[config.mk]
export PLATFORM = sky130hd
export DESIGN_NAME = irq_gate_unit
export DESIGN_NICKNAME = d
export VERILOG_FILES = /design/src/rtl/irq_gate_pkg.sv /design/src/rtl/irq_enable_regs.sv /design/src/rtl/irq_prio_select.sv /design/src/rtl/irq_service_gen.sv /design/src/rtl/irq_gate_unit.sv
export SDC_FILE = /design/constraint.sdc
export NUM_CORES = 1
export LEC_CHECK = 0
export ABC_AREA = 0
export BUFFER_PORTS_ARGS = -buffer_cell sky130_fd_sc_hd__buf_4
export CORE_MARGIN = 10
export CORE_UTILIZATION = 40
export DETAILED_ROUTE_END_ITERATION = 8
export GPL_TIMING_DRIVEN = 0
export HOLD_SLACK_MARGIN = 0.06
export PLACE_DENSITY = 0.7
export SLEW_MARGIN = 20
export SYNTH_ARGS = -nofsm -noshare
export SYNTH_HDL_FRONTEND = slang
export SYNTH_SLANG_ARGS = --single-unit
[constraint.sdc]
create_clock -name clk -period 1.3 [get_ports clk]
set_input_delay 0.26 -clock clk [delete_from_list [all_inputs] [get_ports clk]]
set_output_delay 0.26 -clock clk [all_outputs]
set_load 0.01 [all_outputs]
[src/rtl/irq_gate_pkg.sv]
package irq_gate_pkg;

    typedef enum logic [1:0] {
        KIND_RESET = 2'd0,
        KIND_NMI   = 2'd1,
        KIND_INT   = 2'd2,
        KIND_FETCH = 2'd3
    } take_kind_t;

    typedef enum logic [1:0] {
        FORM_ADDR   = 2'd0,
        FORM_OPCODE = 2'd1,
        FORM_TABLE  = 2'd2,
        FORM_NONE   = 2'd3
    } svc_form_t;

    typedef enum logic [1:0] {
        MODE_INJECT = 2'd0,
        MODE_FIXED  = 2'd1,
        MODE_TABLE  = 2'd2
    } int_mode_t;

    typedef enum logic [2:0] {
        PICK_RESET,
        PICK_NMI,
        PICK_INT,
        PICK_IDLE,
        PICK_FETCH
    } pick_t;

    typedef enum logic {
        ST_RUN  = 1'b0,
        ST_HALT = 1'b1
    } cpu_state_t;

endpackage

[src/rtl/irq_enable_regs.sv]
module irq_enable_regs
    import irq_gate_pkg::*;
#(
    parameter int DATA_W     = 8,
    parameter int VBASE_INIT = 'hFF
) (
    input  logic              clk,
    input  logic              rst_n,
    input  logic              ei_p,
    input  logic              di_p,
    input  logic              ret_p,
    input  logic              im_p,
    input  logic [2:0]        im_y,
    input  logic              vb_load,
    input  logic [DATA_W-1:0] vb_data,
    input  logic              acc_reset,
    input  logic              acc_nmi,
    input  logic              acc_int,
    output logic              iff1,
    output logic              iff2,
    output int_mode_t         mode,
    output logic [DATA_W-1:0] vbase
);

    logic iff1_d, iff2_d;

    function automatic int_mode_t map_mode(input logic [2:0] y);
        int_mode_t m;
        unique case (y)
            3'd2, 3'd6: m = MODE_FIXED;
            3'd3, 3'd7: m = MODE_TABLE;
            default:    m = MODE_INJECT;
        endcase
        return m;
    endfunction

    // acceptance overrides any control pulse of the same cycle
    always_comb begin
        iff1_d = iff1;
        iff2_d = iff2;
        if (acc_reset || acc_int) begin
            iff1_d = 1'b0;
            iff2_d = 1'b0;
        end else if (acc_nmi) begin
            iff1_d = 1'b0;
        end else if (di_p) begin
            iff1_d = 1'b0;
            iff2_d = 1'b0;
        end else if (ei_p) begin
            iff1_d = 1'b1;
            iff2_d = 1'b1;
        end else if (ret_p) begin
            iff1_d = iff2;
        end
    end

    always_ff @(posedge clk or negedge rst_n) begin
        if (!rst_n) begin
            iff1  <= 1'b0;
            iff2  <= 1'b0;
            mode  <= MODE_INJECT;
            vbase <= DATA_W'(VBASE_INIT);
        end else begin
            iff1 <= iff1_d;
            iff2 <= iff2_d;
            if (im_p)
                mode <= map_mode(im_y);
            if (vb_load)
                vbase <= vb_data;
        end
    end

    a_r2_nmi_keeps_copy: assert property (@(posedge clk) disable iff (!rst_n)
        acc_nmi && !acc_reset |=> !iff1 && (iff2 == $past(iff2)));

    a_r3_int_clears_both: assert property (@(posedge clk) disable iff (!rst_n)
        acc_int |=> !iff1 && !iff2);

    a_r7_ret_restores: assert property (@(posedge clk) disable iff (!rst_n)
        ret_p && !ei_p && !di_p && !acc_reset && !acc_nmi && !acc_int
        |=> iff1 == $past(iff2));

    a_r7_ei_sets: assert property (@(posedge clk) disable iff (!rst_n)
        ei_p && !di_p && !acc_reset && !acc_nmi && !acc_int |=> iff1 && iff2);

    a_r8_mode_six_fixed: assert property (@(posedge clk) disable iff (!rst_n)
        im_p && im_y == 3'd6 |=> mode == MODE_FIXED);

endmodule

[src/rtl/irq_prio_select.sv]
module irq_prio_select
    import irq_gate_pkg::*;
(
    input  logic  reset_req_n,
    input  logic  nmi_req_n,
    input  logic  int_req_n,
    input  logic  iff1,
    input  logic  halted,
    output pick_t pick
);

    always_comb begin
        if (!reset_req_n)
            pick = PICK_RESET;
        else if (!nmi_req_n)
            pick = PICK_NMI;
        else if (!int_req_n && iff1)
            pick = PICK_INT;
        else if (halted)
            pick = PICK_IDLE;
        else
            pick = PICK_FETCH;
    end

endmodule

[src/rtl/irq_service_gen.sv]
module irq_service_gen
    import irq_gate_pkg::*;
#(
    parameter int DATA_W     = 8,
    parameter int COST_W     = 5,
    parameter int RESET_VEC  = 'h0000,
    parameter int NMI_VEC    = 'h0066,
    parameter int FIXED_VEC  = 'h0038,
    parameter int RESET_COST = 3,
    parameter int NMI_COST   = 13,
    parameter int FIXED_COST = 13,
    parameter int TABLE_COST = 19,
    parameter int IDLE_COST  = 4
) (
    input  logic                clk,
    input  logic                rst_n,
    input  logic                fire,
    input  pick_t               pick,
    input  int_mode_t           mode,
    input  logic [DATA_W-1:0]   vbase,
    input  logic [DATA_W-1:0]   bus_data,
    output logic                take,
    output take_kind_t          kind,
    output svc_form_t           form,
    output logic [2*DATA_W-1:0] target,
    output logic [COST_W-1:0]   cost
);

    localparam int ADDR_W = 2 * DATA_W;

    take_kind_t          kind_d;
    svc_form_t           form_d;
    logic [ADDR_W-1:0]   tgt_d;
    logic [COST_W-1:0]   cost_d;

    always_comb begin
        kind_d = KIND_FETCH;
        form_d = FORM_NONE;
        tgt_d  = '0;
        cost_d = '0;
        unique case (pick)
            PICK_RESET: begin
                kind_d = KIND_RESET;
                form_d = FORM_ADDR;
                tgt_d  = ADDR_W'(RESET_VEC);
                cost_d = COST_W'(RESET_COST);
            end
            PICK_NMI: begin
                kind_d = KIND_NMI;
                form_d = FORM_ADDR;
                tgt_d  = ADDR_W'(NMI_VEC);
                cost_d = COST_W'(NMI_COST);
            end
            PICK_INT: begin
                kind_d = KIND_INT;
                unique case (mode)
                    MODE_FIXED: begin
                        form_d = FORM_ADDR;
                        tgt_d  = ADDR_W'(FIXED_VEC);
                        cost_d = COST_W'(FIXED_COST);
                    end
                    MODE_TABLE: begin
                        form_d = FORM_TABLE;
                        tgt_d  = {vbase, bus_data};
                        cost_d = COST_W'(TABLE_COST);
                    end
                    default: begin
                        form_d = FORM_OPCODE;
                        tgt_d  = {{DATA_W{1'b0}}, bus_data};
                    end
                endcase
            end
            PICK_IDLE: begin
                form_d = FORM_OPCODE;
                cost_d = COST_W'(IDLE_COST);
            end
            default: ;
        endcase
    end

    always_ff @(posedge clk or negedge rst_n) begin
        if (!rst_n) begin
            take   <= 1'b0;
            kind   <= KIND_FETCH;
            form   <= FORM_NONE;
            target <= '0;
            cost   <= '0;
        end else begin
            take <= fire;
            if (fire) begin
                kind   <= kind_d;
                form   <= form_d;
                target <= tgt_d;
                cost   <= cost_d;
            end
        end
    end

    a_r2_nmi_fields: assert property (@(posedge clk) disable iff (!rst_n)
        fire && pick == PICK_NMI |=> take && target == 16'h0066 && cost == COST_W'(13));

    a_r6_table_ptr: assert property (@(posedge clk) disable iff (!rst_n)
        fire && pick == PICK_INT && mode == MODE_TABLE
        |=> target == {$past(vbase), $past(bus_data)});

endmodule

[src/rtl/irq_gate_unit.sv]
module irq_gate_unit
    import irq_gate_pkg::*;
#(
    parameter int DATA_W     = 8,
    parameter int COST_W     = 5,
    parameter int VBASE_INIT = 'hFF
) (
    input  logic                clk,
    input  logic                rst_n,
    input  logic                boundary,
    input  logic                reset_req_n,
    input  logic                nmi_req_n,
    input  logic                int_req_n,
    input  logic [DATA_W-1:0]   bus_data,
    input  logic                ei_p,
    input  logic                di_p,
    input  logic                ret_p,
    input  logic                im_p,
    input  logic [2:0]          im_y,
    input  logic                vb_load,
    input  logic [DATA_W-1:0]   vb_data,
    input  logic                halt_cmd,
    output logic                take,
    output logic [1:0]          kind,
    output logic [1:0]          form,
    output logic [2*DATA_W-1:0] target,
    output logic [COST_W-1:0]   cost,
    output logic                halted,
    output logic                int_en,
    output logic                pv_flag,
    output logic [1:0]          im_mode,
    output logic [DATA_W-1:0]   vbase
);

    cpu_state_t state_q, state_d;
    pick_t      pick;
    int_mode_t  mode;
    take_kind_t kind_e;
    svc_form_t  form_e;
    logic       iff1, iff2;
    logic       acc_reset, acc_nmi, acc_int, leave;

    assign acc_reset = boundary && (pick == PICK_RESET);
    assign acc_nmi   = boundary && (pick == PICK_NMI);
    assign acc_int   = boundary && (pick == PICK_INT);
    assign leave     = acc_reset || acc_nmi || acc_int;

    irq_prio_select u_prio (
        .reset_req_n (reset_req_n),
        .nmi_req_n   (nmi_req_n),
        .int_req_n   (int_req_n),
        .iff1        (iff1),
        .halted      (state_q == ST_HALT),
        .pick        (pick)
    );

    irq_enable_regs #(.DATA_W(DATA_W), .VBASE_INIT(VBASE_INIT)) u_regs (
        .clk       (clk),
        .rst_n     (rst_n),
        .ei_p      (ei_p),
        .di_p      (di_p),
        .ret_p     (ret_p),
        .im_p      (im_p),
        .im_y      (im_y),
        .vb_load   (vb_load),
        .vb_data   (vb_data),
        .acc_reset (acc_reset),
        .acc_nmi   (acc_nmi),
        .acc_int   (acc_int),
        .iff1      (iff1),
        .iff2      (iff2),
        .mode      (mode),
        .vbase     (vbase)
    );

    irq_service_gen #(.DATA_W(DATA_W), .COST_W(COST_W)) u_svc (
        .clk      (clk),
        .rst_n    (rst_n),
        .fire     (boundary),
        .pick     (pick),
        .mode     (mode),
        .vbase    (vbase),
        .bus_data (bus_data),
        .take     (take),
        .kind     (kind_e),
        .form     (form_e),
        .target   (target),
        .cost     (cost)
    );

    // state register
    always_ff @(posedge clk or negedge rst_n) begin
        if (!rst_n)
            state_q <= ST_RUN;
        else
            state_q <= state_d;
    end

    // next state
    always_comb begin
        state_d = state_q;
        unique case (state_q)
            ST_RUN:  if (halt_cmd && !leave) state_d = ST_HALT;
            ST_HALT: if (leave)              state_d = ST_RUN;
            default: state_d = ST_RUN;
        endcase
    end

    // outputs
    always_comb begin
        kind    = kind_e;
        form    = form_e;
        halted  = (state_q == ST_HALT);
        int_en  = iff1;
        pv_flag = iff2;
        im_mode = mode;
    end

    a_r1_take_after_boundary: assert property (@(posedge clk) disable iff (!rst_n)
        take |-> $past(boundary));

    a_r3_int_needs_enable: assert property (@(posedge clk) disable iff (!rst_n)
        take && kind == 2'd2 |-> $past(int_en));

    a_r2_nmi_releases_halt: assert property (@(posedge clk) disable iff (!rst_n)
        boundary && reset_req_n && !nmi_req_n |=> !halted);

    a_r10_idle_stays: assert property (@(posedge clk) disable iff (!rst_n)
        boundary && halted && reset_req_n && nmi_req_n && (int_req_n || !int_en)
        |=> take && kind == 2'd3 && form == 2'd1 && halted);

endmodule

==> parameters.txt, run 1 <==
Parameter                              Value

Run status
  Outcome ... complete, but fails checks
  Violated checks ... negative setup slack

Timing
  Worst slew margin relative to its limit ... 0.678
  Peak clock frequency supported by timing ... around 0.7 GHz
  Maximum clock skew at final layout ... roughly 0.0048 ns
  Slew at the pin closest to its max-slew limit ... 0.483 ns
  Final clock period utilization by the worst path ... 1.08
  Final Max Tran Viols ... 0
  Total setup violations reported at the end of the flow ... 13
  Setup repair after global routing missed its margin ... yes
  Minimum period implied by the final worst setup slack ... 1.41 ns
  Final Worst Setup Slack ... -0.110 ns
  Number of endpoints with negative hold slack in the final report ... 0

Place
  Dpl cell area ... 0.00234 mm2
  Half-perimeter wire length after placement ... 3.53 mm
  Port Buf Inserts ... 66
  Routability congestion estimate ... 0.692

Power and ir drop
  Worst IR drop on VDD ... 620 uV
  Pleak ... approximately 1.1 nW
  Total design power ... ~2.6 mW
  Power Dens Cells ... about 1100 mW/mm2

Global route
  Via count of the first global-routing pass ... between 1500 and 2000
  Aggregate global routing overflow ... 0
  Global-route wire length before repair ... 7.61 mm
  Largest net degree at the start of global routing ... 40
  Antenna violations before repair ... 0
  All-Layer GR Usage ... 0.125

Final layout
  Area of all placed cells without fillers ... ~0.0025 mm2
  Post-layout net count ... 270
  Area overhead of the layout relative to synthesis ... 40.0%
  Total area of sequential cells ... roughly 1000 um2
  Fillcell total ... 398
  Top library cells by usage in the layout, fill and taps aside ... buf_4, dfrtp_1, inv_1, nand2_1, dfstp_2
  Share of final-layout standard cells stronger than drive strength 1 ... 0.506
  Post-route core utilization ... 0.572
  Most common cell after layout, fill and taps aside ... buf_4
  Area used by multi-input combinational logic ... between 600 and 700 um2
  Antenna diodes ... 0

Synth
  Combined area of all synthesized cells ... 0.00177 mm2
  Part of the Yosys area used for sequential elements ... 0.561
  Async set-or-reset flop fraction in the synthesized netlist ... 1.00
  Post-Syn Nets ... 191
  Flop and latch count out of synthesis ... 39
  Number of library cell types mapped by synthesis ... 33
  Number of flops mapped to enable cells by yosys ... 0
  Number of warning messages in the yosys log ... 0
  Number of cells produced by synthesis ... 157
  Top flip-flop cell by instance count after synthesis ... dfrtp_1
  Syn Area/Cell ... 11.3 um2

Critical path
  Reg2reg start ... u_regs.mode[1]
  Crit. Startpoint ... u_regs.mode[1]
  Slowest library cell on the worst path ... dfrtp_2
  Data arrival time of the critical path ... 1.57 ns
  Top delay family on crit path ... flip-flops
  Cell-by-cell listing of the critical path ... buf_4, ha_1, or2_1, nand2_1, o22ai_1
  Kind of start point of the critical path ... register
  Critical register-to-register path endpoint ... u_svc.target[7]
  Worst setup path class ... register to register
  Number of buffer and inverter instances along the worst setup path ... 1
  Crit Path Max Fanout ... 4
  Worst Reg-to-Reg Cells ... 5
  Critical path capture point type ... register
  Number of logic stages on the critical path including buffering ... 5
  End point of the critical path ... u_svc.target[7]
  R2r setup slk ... -0.11 ns
  Largest stage delay, worst path ... 0.45 ns
  Data required time at the worst endpoint ... 1.46 ns

Die
  DIE WIDTH ... 86.5 um
  Die extent in y ... 86.5 um
  Floorplan core area ... 0.00432 mm2
  Rows ... 24
  Effective utilization at floorplan ... 0.409
  Num ports ... 70
  Area of the die ... between 0.007 and 0.008 mm2

Routing
  Total via count in the routed design ... ~1400
  Routed WL per cell ... 15.8 um
  Routed wire length ... ~4.6 mm
  Number of violations reported at the end of detailed-routing iteration 0 ... just over 90
  Number of detailed-route iterations in the first pass ... 4
  Vias per inst ... 4.89
  Routed Antenna Nets ... 0
  DRC Markers ... 0

Clocking
  CTS root buf ... clkbuf_8
  CTS tree ... yes
  Number of levels the H-tree was split into ... 2
  Buffer depth of the longest clock path ... 2
  Total clock buffers created by CTS ... 5
  Sinks on the clock net ... 39
  Reg clk slew, reported paths ... around 0.070 ns
  Latest clock arrival within the worst-skew pair ... 0.28 ns

Job
  Maximum capacitance violations ... 0

Worst hold path
  Hold Path Class ... input port to register
what timing repair did:
action                                  CTS  global route
pin swaps                                 5             9
gates cloned                              0             0
endpoints found under the setup margin   13            16
endpoints found under the hold margin    27             0
buffers inserted                          2             4
resized for setup                         0             1
hold buffers                              1             0
synthesized netlist by cell type (all sizes together) (3+ instances only):
| library cell | n | area, um2 |
|---|---|---|
| inv | 20 | 75.1 |
| dfstp | 12 | 315 |
| a31oi | 5 | 31.3 |
| nand3b | 3 | 22.5 |
| o21ai | 11 | 55.1 |
| buf | 7 | 35.0 |
| ha | 3 | 37.5 |
| mux2 | 9 | 101 |
| dfrtp | 27 | 676 |
| nand2 | 14 | 52.6 |
| o22ai | 13 | 131 |
| nor2 | 4 | 15.0 |
| nand3 | 6 | 30.0 |
cells by family after synthesis:
kind of cell               synth area share
buffers and inverters                0.0644
and+or+nand+nor                       0.127
adders and majority gates            0.0212
muxes                                0.0573
AOI/OAI and AO/OA                     0.169
DFF                                   0.561
routing by layer:
| layer | part of all wire | GRT usage |
|---|---|---|
| met1 | 0.41 | 0.147 |
| met2 | 0.44 | 0.183 |
| met3 | 0.15 | 0.0863 |
| met4 | 0.0026 | 0.0265 |
| met5 | 0 | 0 |
registers in the layout (all words and copies together), names as in the netlist:
signal	cells
u_regs.vbase	8
u_svc.cost	5
u_regs.mode	2
u_svc.take	1
halted	1
u_svc.form	2
u_svc.kind	2
u_regs.iff1	1
u_regs.iff2	1
u_svc.target	16
how the worst min path moves through the flow:
stage / start / to / slack, ns / cells past startpoint
6_report: boundary / u_svc.take / 0.1 / 1
2_1_floorplan: rst_n / halted / -0.04 / 0
3_3_place_gp: rst_n / halted / 0.26 / 1
4_1_cts: boundary / u_svc.take / 0.09 / 1
3_5_place_dp: rst_n / halted / 0.26 / 1
5_1_grt: boundary / u_svc.take / 0.09 / 1
where the power goes:
group	total, mW	switching [mW]	leakage [nW]	internal (mW)
logic	0.501	0.240	0.629	0.261
clock network	0.774	0.398	0.0422	0.376
registers	1.37	0.0525	0.477	1.32
total	2.65	0.690	1.15	1.96
metrics by stage:
step           setup TNS [ns]  hold WS (ns)  setup WS (ns)  instances
5_1_grt                 -2.07        0.0909         -0.186        289
6_report                -1.23        0.0995         -0.110        289
4_1_cts                -0.990        0.0907         -0.120        286
3_5_place_dp            -1.24         0.261         -0.159        275
2_1_floorplan          -0.402       -0.0356        -0.0503        157
3_3_place_gp            -1.12         0.265         -0.143        275
cell type report:
type,instances,share of cell area
tap,52,0.0263
inverter,20,0.0303
sequential,39,0.401
clock inverter,1,0.00202
buffer,8,0.0157
clock buffer,7,0.0308
timing repair buffer,72,0.219
multi-input combinational,90,0.275
worst register-to-register path, delay by kind of cell, from the launching register on:
family,cells,cell delay [ns]
flip-flops,1,0.45
adder cells (fa/ha/maj),1,0.21
AO/OA/AOI/OAI,1,0.09
AND/OR/NAND/NOR,2,0.41
buffers and inverters,1,0.14
No activity file was read; power rests on OpenSTA's default activity.
==> run 2: changes to the inputs <==
--- a/config.mk
+++ b/config.mk
@@ -12,8 +12,10 @@
 export DETAILED_ROUTE_END_ITERATION = 8
 export GPL_TIMING_DRIVEN = 0
 export HOLD_SLACK_MARGIN = 0.06
-export PLACE_DENSITY = 0.7
+export PLACE_DENSITY = 0.71
+export SKIP_LAST_GASP = 1
 export SLEW_MARGIN = 20
 export SYNTH_ARGS = -nofsm -noshare
 export SYNTH_HDL_FRONTEND = slang
+export SYNTH_HIERARCHICAL = 1
 export SYNTH_SLANG_ARGS = --single-unit
==> parameters.txt, run 2 <==
Parameter                              Value

Final layout
  Top library cells by usage in the layout, fill and taps aside ... buf_4, dfrtp_1, dfstp_2, inv_1, a22o_1
  Count of placed standard cells in the final layout, fillers left out ... 279 (-3.5%)
  Registers with the most flip-flops ... u_svc/target: 16 flops, u_regs/vbase: 8 flops, u_svc/cost: 5 flops
  Share of final-layout standard cells stronger than drive strength 1 ... 0.576 (+0.0701)
  Post-layout net count ... 261 (-3.3%)
  Fillcell total ... 363 (-8.8%)
  Register bank with the most flops ... u_svc/target
  Max reg flops ... 16 (unchanged)
  Antenna diodes ... 0 (unchanged)
  Most common cell after layout, fill and taps aside ... buf_4
  Area overhead of the layout relative to synthesis ... 48.3%
  Post-route core utilization ... 0.630 (+0.0575)

Critical path
  Worst setup path class ... register to register
  Data arrival time of the critical path ... 1.74 ns (+0.17 ns)
  Kind of start point of the critical path ... register
  Critical path capture point type ... register
  Crit Path Max Fanout ... 6 (+2)
  Data required time at the worst endpoint ... 1.53 ns (+0.07 ns)
  Worst Reg-to-Reg Cells ... 6 (+1)

Die
  Floorplan core area ... 0.00409 mm2 (-5.5%)
  Effective utilization at floorplan ... 0.425 (+0.0158)
  DIE WIDTH ... 85.9 um (-0.71%)
  Die extent in y ... 85.9 um (-0.71%)
  Area of the die ... 0.00737 mm2 (-1.4%)
  Rows ... 23 (-4.2%)
  Num ports ... 70 (unchanged)

Synth
  Number of cells produced by synthesis ... 140 (-11%)
  Combinational family with the most area after synthesis ... compound AO/OA/AOI/OAI gates
  Part of the Yosys area used for sequential elements ... 0.571 (+0.0105)
  Number of library cell types mapped by synthesis ... 37 (+12%)
  Mux cell area share after synthesis ... 0.0584 (+0.00107)
  Cell with the most instances after synthesis ... dfrtp_1
  Async set-or-reset flop fraction in the synthesized netlist ... 1.00 (unchanged)
  Adder-Cell Fraction of Synth Area ... 0.0144 (-0.00681)
  List of most frequent post-synthesis cells ... dfrtp_1, dfstp_2, a22o_1, inv_1, nor2_1
  Syn Area/Cell ... 12.4 um2 (+10%)
  Main area contributors after synthesis ... dfrtp_1, dfstp_2, mux2_2, a22o_1, o2bb2ai_1
  Post-Syn Nets ... 173 (-9.4%)
  Top flip-flop cell by instance count after synthesis ... dfrtp_1
  Flop and latch count out of synthesis ... 39 (unchanged)
  Cell accounting for the most synthesized area ... dfrtp_1
  XOR/XNOR Fraction of Synth Area ... 0 (unchanged)
  Portion of synthesized cell area occupied by the leading cell type ... 0.389 (+0.00716)
  Number of warning messages in the yosys log ... 6 (+6)
  Number of flops mapped to enable cells by yosys ... 0 (unchanged)
  Compound-Gate Fraction of Synth Area ... 0.159 (-0.00981)
  Combined area of all synthesized cells ... 0.00174 mm2 (-1.8%)
  Simple-gate share of the synthesized area ... 0.158 (+0.0305)

Routing
  Vias per inst ... 5.05 (+3.3%)
  Routed Antenna Nets ... 0 (unchanged)
  Routed wire length ... 4.64 mm (+1.3%)
  DRC Markers ... 0 (unchanged)
  Number of detailed-route iterations in the first pass ... 4 (unchanged)
  Total via count in the routed design ... 1409 (-0.28%)
  Number of violations reported at the end of detailed-routing iteration 0 ... 66 (-28%)
  Routed WL per cell ... 16.6 um (+5.0%)

Timing
  Setup repair after global routing missed its margin ... yes
  Peak clock frequency supported by timing ... 0.661 GHz (-6.8%)
  Total setup violations reported at the end of the flow ... 24 (+11)
  Slew at the pin closest to its max-slew limit ... 0.494 ns (+0.0108 ns)
  Minimum period implied by the final worst setup slack ... 1.51 ns (+0.103 ns)
  Worst slew margin relative to its limit ... 0.671 (-0.00722)
  Final Worst Setup Slack ... -0.214 ns (-0.103 ns)
  Final Max Tran Viols ... 0 (unchanged)
  Final clock period utilization by the worst path ... 1.16 (+0.0796)
  Maximum clock skew at final layout ... 0.00444 ns (-0.000326 ns)
  Number of endpoints with negative hold slack in the final report ... 0 (unchanged)

Clocking
  Buffer depth of the longest clock path ... 2 (unchanged)
  CTS root buf ... clkbuf_8
  Number of levels the H-tree was split into ... 2 (unchanged)
  Latest clock arrival within the worst-skew pair ... 0.29 ns (about the same)
  Sinks on the clock net ... 39 (unchanged)
  Total clock buffers created by CTS ... 5 (unchanged)
  Reg clk slew, reported paths ... 0.07 ns (about the same)
  CTS tree ... yes

Global route
  Largest net degree at the start of global routing ... 40 (unchanged)
  Antenna violations before repair ... 0 (unchanged)
  Global-route wire length before repair ... 7.72 mm (+1.5%)
  Aggregate global routing overflow ... 0 (unchanged)
  Via count of the first global-routing pass ... 1620 (+6.6%)
  All-Layer GR Usage ... 0.127 (+0.00205)

Power and ir drop
  Logic pwr share ... 0.228 (+0.039)
  Clock network fraction of design power ... 0.272 (-0.021)
  Sequential share of power ... 0.500 (-0.018)
  P_int ... 2.07 mW (+5.7%)
  Share of total power consumed by net switching ... 0.267 (+0.00599)
  Pleak ... 1.24 nW (+7.6%)
  Net switching power figure ... 0.752 mW (+9.0%)
  Worst IR drop on VDD ... 844 uV (+36%)
  Power Dens Cells ... 1090 mW/mm2 (+2.4%)

Worst hold path
  Hold Path Class ... input port to register
  Instance count along the most critical hold path ... 1 (unchanged)

Place
  Port Buf Inserts ... 67 (+1.5%)
  Cell count after placement ... 257 (-6.5%)
  Routability congestion estimate ... 0.774 (+12%)
  Half-perimeter wire length after placement ... 3.51 mm (-0.55%)

Run status
  Outcome ... complete, but fails checks
  Violated checks ... negative setup slack

Job
  Maximum capacitance violations ... 0 (unchanged)
run 2: final timing paths:
path,from,to,slack (ns)
setup / recovery,u_regs/iff1,u_svc/target[6],-0.21
hold / removal,boundary,u_svc/take,0.11
setup reg to reg,u_regs/iff1,u_svc/target[6],-0.21
hold reg to reg,u_svc/kind[1],u_svc/kind[1],0.49
max in group asynchronous,rst_n,u_regs/vbase[1],0.44
min in group asynchronous,rst_n,u_regs/iff1,0.49
run 2: cell type report:
class	instances	area [um2]	share of cell area
Buffer	5	30.0	0.0117
Clock buffer	7	76.3	0.0297
Clock inverter	1	5.00	0.00194
Inverter	10	37.5	0.0146
Multi-Input combinational cell	86	756	0.294
Sequential cell	39	992	0.386
Tap cell	50	62.6	0.0243
Timing Repair Buffer	81	614	0.239
run 2: worst max-delay path: stages, from the launching register on:
cell and delay, ns:
dfrtp_1 0.35, nor2b_4 0.22, o22ai_4 0.12, buf_4 0.15, nand2b_1 0.20, nor4b_2 0.25, o22a_1 0.15
run 2: repair_timing:
action,CTS,global route
setup endpoints to repair,27,26
pin swaps,10,5
buffers inserted,12,1
hold buffers,1,0
resized for setup,11,5
endpoints found under the hold margin,27,0
run 2: logic make-up (layout without fill, tap and decap cells):
group,count (synthesis),in the layout
flops,39,39
simple gates,38,38
compound gates,37,37
buf+inv,15,104
mux,9,9
fa+ha+maj,2,2
run 2: per-stage QoR:
stage / power [mW] / TNS [ns] / hold slack, ns / setup slack [ns] / cell area (um2)
floorplan: 1.69 / -2.75 / -0.0356 / -0.230 / 1750
global placement: 1.98 / -5.33 / 0.247 / -0.362 / 2310
detailed placement: 2.00 / -6.18 / 0.259 / -0.404 / 2310
CTS: 2.85 / -3.72 / 0.106 / -0.231 / 2550
global route: 2.98 / -5.42 / 0.106 / -0.310 / 2570
finish: 2.82 / -3.11 / 0.114 / -0.214 / 2570
run 2: power by group through the flow:
| stage | clock network [mW] | registers [mW] | logic [mW] |
|---|---|---|---|
| final | 0.766 | 1.41 | 0.644 |
| after global routing | 0.853 | 1.42 | 0.702 |
| after CTS | 0.796 | 1.41 | 0.641 |
| after detailed placement | 0 | 1.43 | 0.570 |
| after global placement | 0 | 1.42 | 0.553 |
| after floorplan | 0 | 1.47 | 0.222 |
run 2: metal layers:
metal  GRT usage  routed length [um]  vias to the layer above
li1            -                   -                      678
met1       0.134                1840                      676
met2       0.211                2230                       50
met3      0.0738                 524                        5
met4      0.0359                  55                        0
met5           0                   0                        -
==> run 3: changes to the inputs <==
--- a/config.mk
+++ b/config.mk
@@ -7,14 +7,15 @@
 export LEC_CHECK = 0
 export ABC_AREA = 0
 export BUFFER_PORTS_ARGS = -buffer_cell sky130_fd_sc_hd__buf_4
+export CORE_ASPECT_RATIO = 1.25
 export CORE_MARGIN = 10
 export CORE_UTILIZATION = 40
 export DETAILED_ROUTE_END_ITERATION = 8
 export GPL_TIMING_DRIVEN = 0
 export HOLD_SLACK_MARGIN = 0.06
 export PLACE_DENSITY = 0.71
+export REMOVE_ABC_BUFFERS = 1
 export SKIP_LAST_GASP = 1
-export SLEW_MARGIN = 20
 export SYNTH_ARGS = -nofsm -noshare
 export SYNTH_HDL_FRONTEND = slang
 export SYNTH_HIERARCHICAL = 1
==> parameters.txt, run 3 (synthesized netlist as in run 2, its figures left out) <==
Parameter                              Value

Global route
  Largest net degree at the start of global routing ... 40 (unchanged)
  M3 GR Usage ... 0.0843 (+0.0105)
  Antenna violations before repair ... 0 (unchanged)
  Via count of the first global-routing pass ... 1593 (-1.7%)
  M2 GR Usage ... 0.216 (+0.00471)
  GR Util met1 ... 0.147 (+0.0133)
  All-Layer GR Usage ... 0.134 (+0.00727)
  Aggregate global routing overflow ... 0 (unchanged)
  Gr busiest metal ... met2
  Global-route wire length before repair ... 7.96 mm (+3.0%)

Final layout
  Antenna diodes ... 0 (unchanged)
  Register bank with the most flops ... u_svc/target
  Max reg flops ... 16 (unchanged)
  Post-route core utilization ... 0.661 (+0.0307)
  Area overhead of the layout relative to synthesis ... 57.2%
  Top library cells by usage in the layout, fill and taps aside ... buf_4, dfrtp_1, dfstp_2, inv_1, a22o_1
  Share of final-layout standard cells stronger than drive strength 1 ... 0.620 (+0.0437)
  Post-layout net count ... 261 (unchanged)
  Area of all placed cells without fillers ... 0.00273 mm2 (+6.0%)
  Most common cell after layout, fill and taps aside ... buf_4
  Registers with the most flip-flops ... u_svc/target: 16 flops, u_regs/vbase: 8 flops, u_svc/cost: 5 flops

Power and ir drop
  Power Dens Cells ... 1070 mW/mm2 (-2.1%)
  Pleak ... 1.29 nW (+4.1%)
  Worst IR drop on VDD ... 652 uV (-23%)

Critical path
  End point of the critical path ... u_svc/target[2]
  R2r setup slk ... -0.28 ns (-0.07 ns)
  Number of logic stages on the critical path including buffering ... 6 (unchanged)
  Reg2reg start ... u_regs/iff1
  Largest stage delay, worst path ... 0.37 ns (+0.02 ns)
  Kind of start point of the critical path ... register
  Cell-by-cell listing of the critical path ... nor2b_4, o22ai_4, buf_4, nand2b_4, nor4b_4, o22a_1
  Crit. Startpoint ... u_regs/iff1
  Critical register-to-register path endpoint ... u_svc/target[2]
  Data required time at the worst endpoint ... 1.53 ns (about the same)
  Slowest library cell on the worst path ... dfrtp_1
  Data arrival time of the critical path ... 1.81 ns (+0.07 ns)
  Critical path capture point type ... register
  Top delay family on crit path ... simple AND/OR/NAND/NOR gates
  Worst Reg-to-Reg Cells ... 6 (unchanged)
  Crit Path Max Fanout ... 4 (-2)
  Worst setup path class ... register to register
  Number of buffer and inverter instances along the worst setup path ... 1 (unchanged)

Place
  Dpl cell area ... 0.00229 mm2 (-1.1%)
  Routability congestion estimate ... 0.752 (-2.9%)
  Half-perimeter wire length after placement ... 3.55 mm (+0.90%)
  Port Buf Inserts ... 68 (+1.5%)

Routing
  Total via count in the routed design ... 1462 (+3.8%)
  DRC Markers ... 0 (unchanged)
  Routed wire length ... 5.23 mm (+13%)
  Vias per inst ... 5.13 (+1.6%)
  Number of detailed-route iterations in the first pass ... 4 (unchanged)
  Number of violations reported at the end of detailed-routing iteration 0 ... 81 (+23%)
  Routed Antenna Nets ... 0 (unchanged)
  Routed WL per cell ... 18.3 um (+10%)

Clocking
  CTS tree ... yes
  Reg clk slew, reported paths ... 0.08 ns (about the same)
  Buffer depth of the longest clock path ... 2 (unchanged)
  Number of levels the H-tree was split into ... 2 (unchanged)
  Total clock buffers created by CTS ... 5 (unchanged)
  CTS root buf ... clkbuf_8
  Sinks on the clock net ... 39 (unchanged)
  Latest clock arrival within the worst-skew pair ... 0.29 ns (about the same)

Timing
  Final Worst Setup Slack ... -0.280 ns (-0.0667 ns)
  Slew at the pin closest to its max-slew limit ... 0.580 ns (+0.0864 ns)
  Setup repair after global routing missed its margin ... yes
  Number of endpoints with negative hold slack in the final report ... 0 (unchanged)
  Final clock period utilization by the worst path ... 1.22 (+0.0513)
  Final Max Tran Viols ... 0 (unchanged)
  Total setup violations reported at the end of the flow ... 28 (+17%)
  Worst slew margin relative to its limit ... 0.613 (-0.0580)
  Minimum period implied by the final worst setup slack ... 1.58 ns (+0.0667 ns)
  Maximum clock skew at final layout ... 0.00859 ns (+0.00415 ns)
  Peak clock frequency supported by timing ... 0.633 GHz (-4.2%)

Run status
  Outcome ... complete, but fails checks
  Violated checks ... negative setup slack

Die
  Rows ... 26 (+13%)
  Effective utilization at floorplan ... 0.420 (-0.00463)
  Floorplan core area ... 0.00413 mm2 (+1.1%)
  Num ports ... 70 (unchanged)
  Area of the die ... 0.00739 mm2 (+0.23%)
  DIE WIDTH ... 78.9 um (-8.1%)
  Die extent in y ... 93.6 um (+9.1%)

Worst hold path
  Hold Path Class ... input port to register

Job
  Maximum capacitance violations ... 0 (unchanged)
==> run 3: per-layer routing <==
| layer | wire [um] | share of wire |
|---|---|---|
| met1 | 1940 | 0.37 |
| met2 | 2570 | 0.49 |
| met3 | 659 | 0.13 |
| met4 | 59 | 0.011 |
| met5 | 0 | 0 |
==> run 3: worst register-to-register path: cells and delay by family (launching register included) <==
| kind | cells | cell delay [ns] |
|---|---|---|
| AND/OR/NAND/NOR | 3 | 0.70 |
| flip-flops | 1 | 0.37 |
| AO/OA/AOI/OAI | 2 | 0.29 |
| buffers and inverters | 1 | 0.17 |
==> run 3: power breakdown <==
part / internal [mW] / switching, mW
registers: 1.34 / 0.0740
logic: 0.380 / 0.329
clock network: 0.375 / 0.427
total: 2.09 / 0.831
==> run 3: worst min path at each step <==
stage           from        endpoint  slack [ns]  cells past startpoint
5_1_grt         im_p  u_regs/mode[1]        0.17                      2
6_report        im_p  u_regs/mode[1]        0.17                      2
3_5_place_dp   rst_n      u_svc/take        0.26                      1
3_3_place_gp   rst_n   u_svc/cost[0]        0.25                      1
4_1_cts         im_p  u_regs/mode[1]        0.17                      2
2_1_floorplan  rst_n          halted       -0.04                      0
==> run 3: what timing repair did <==
| item | in CTS | in global routing |
|---|---|---|
| pin swaps | 5 | 7 |
| resized for setup | 27 | 15 |
| hold buffers | 1 | 0 |
| setup endpoints to repair | 28 | 26 |
| hold endpoints to repair | 27 | 0 |
| setup buffers | 13 | 5 |
==> run 3: area by class of cell <==
class                           instances  area [um2]
Sequential cell                        39         992
Clock buffer                            6        72.6
Inverter                               10        37.5
Tap cell                               56        70.1
Multi-Input combinational cell         86         848
Timing Repair Buffer                   86         696
Fill cell                             316        1400
Clock inverter                          2        12.5
==> run 3: through the flow <==
step                instances  setup TNS, ns  setup slack (ns)  hold slack, ns  power (mW)
floorplan                 135          -9.56            -0.516         -0.0356        1.67
global placement          259         -17.07            -0.800           0.248        1.96
detailed placement        259         -17.16            -0.797           0.259        1.99
CTS                       281          -4.14            -0.262           0.173        2.89
global route              285          -7.14            -0.357           0.166        3.08
finish                    285          -5.17            -0.280           0.174        2.92
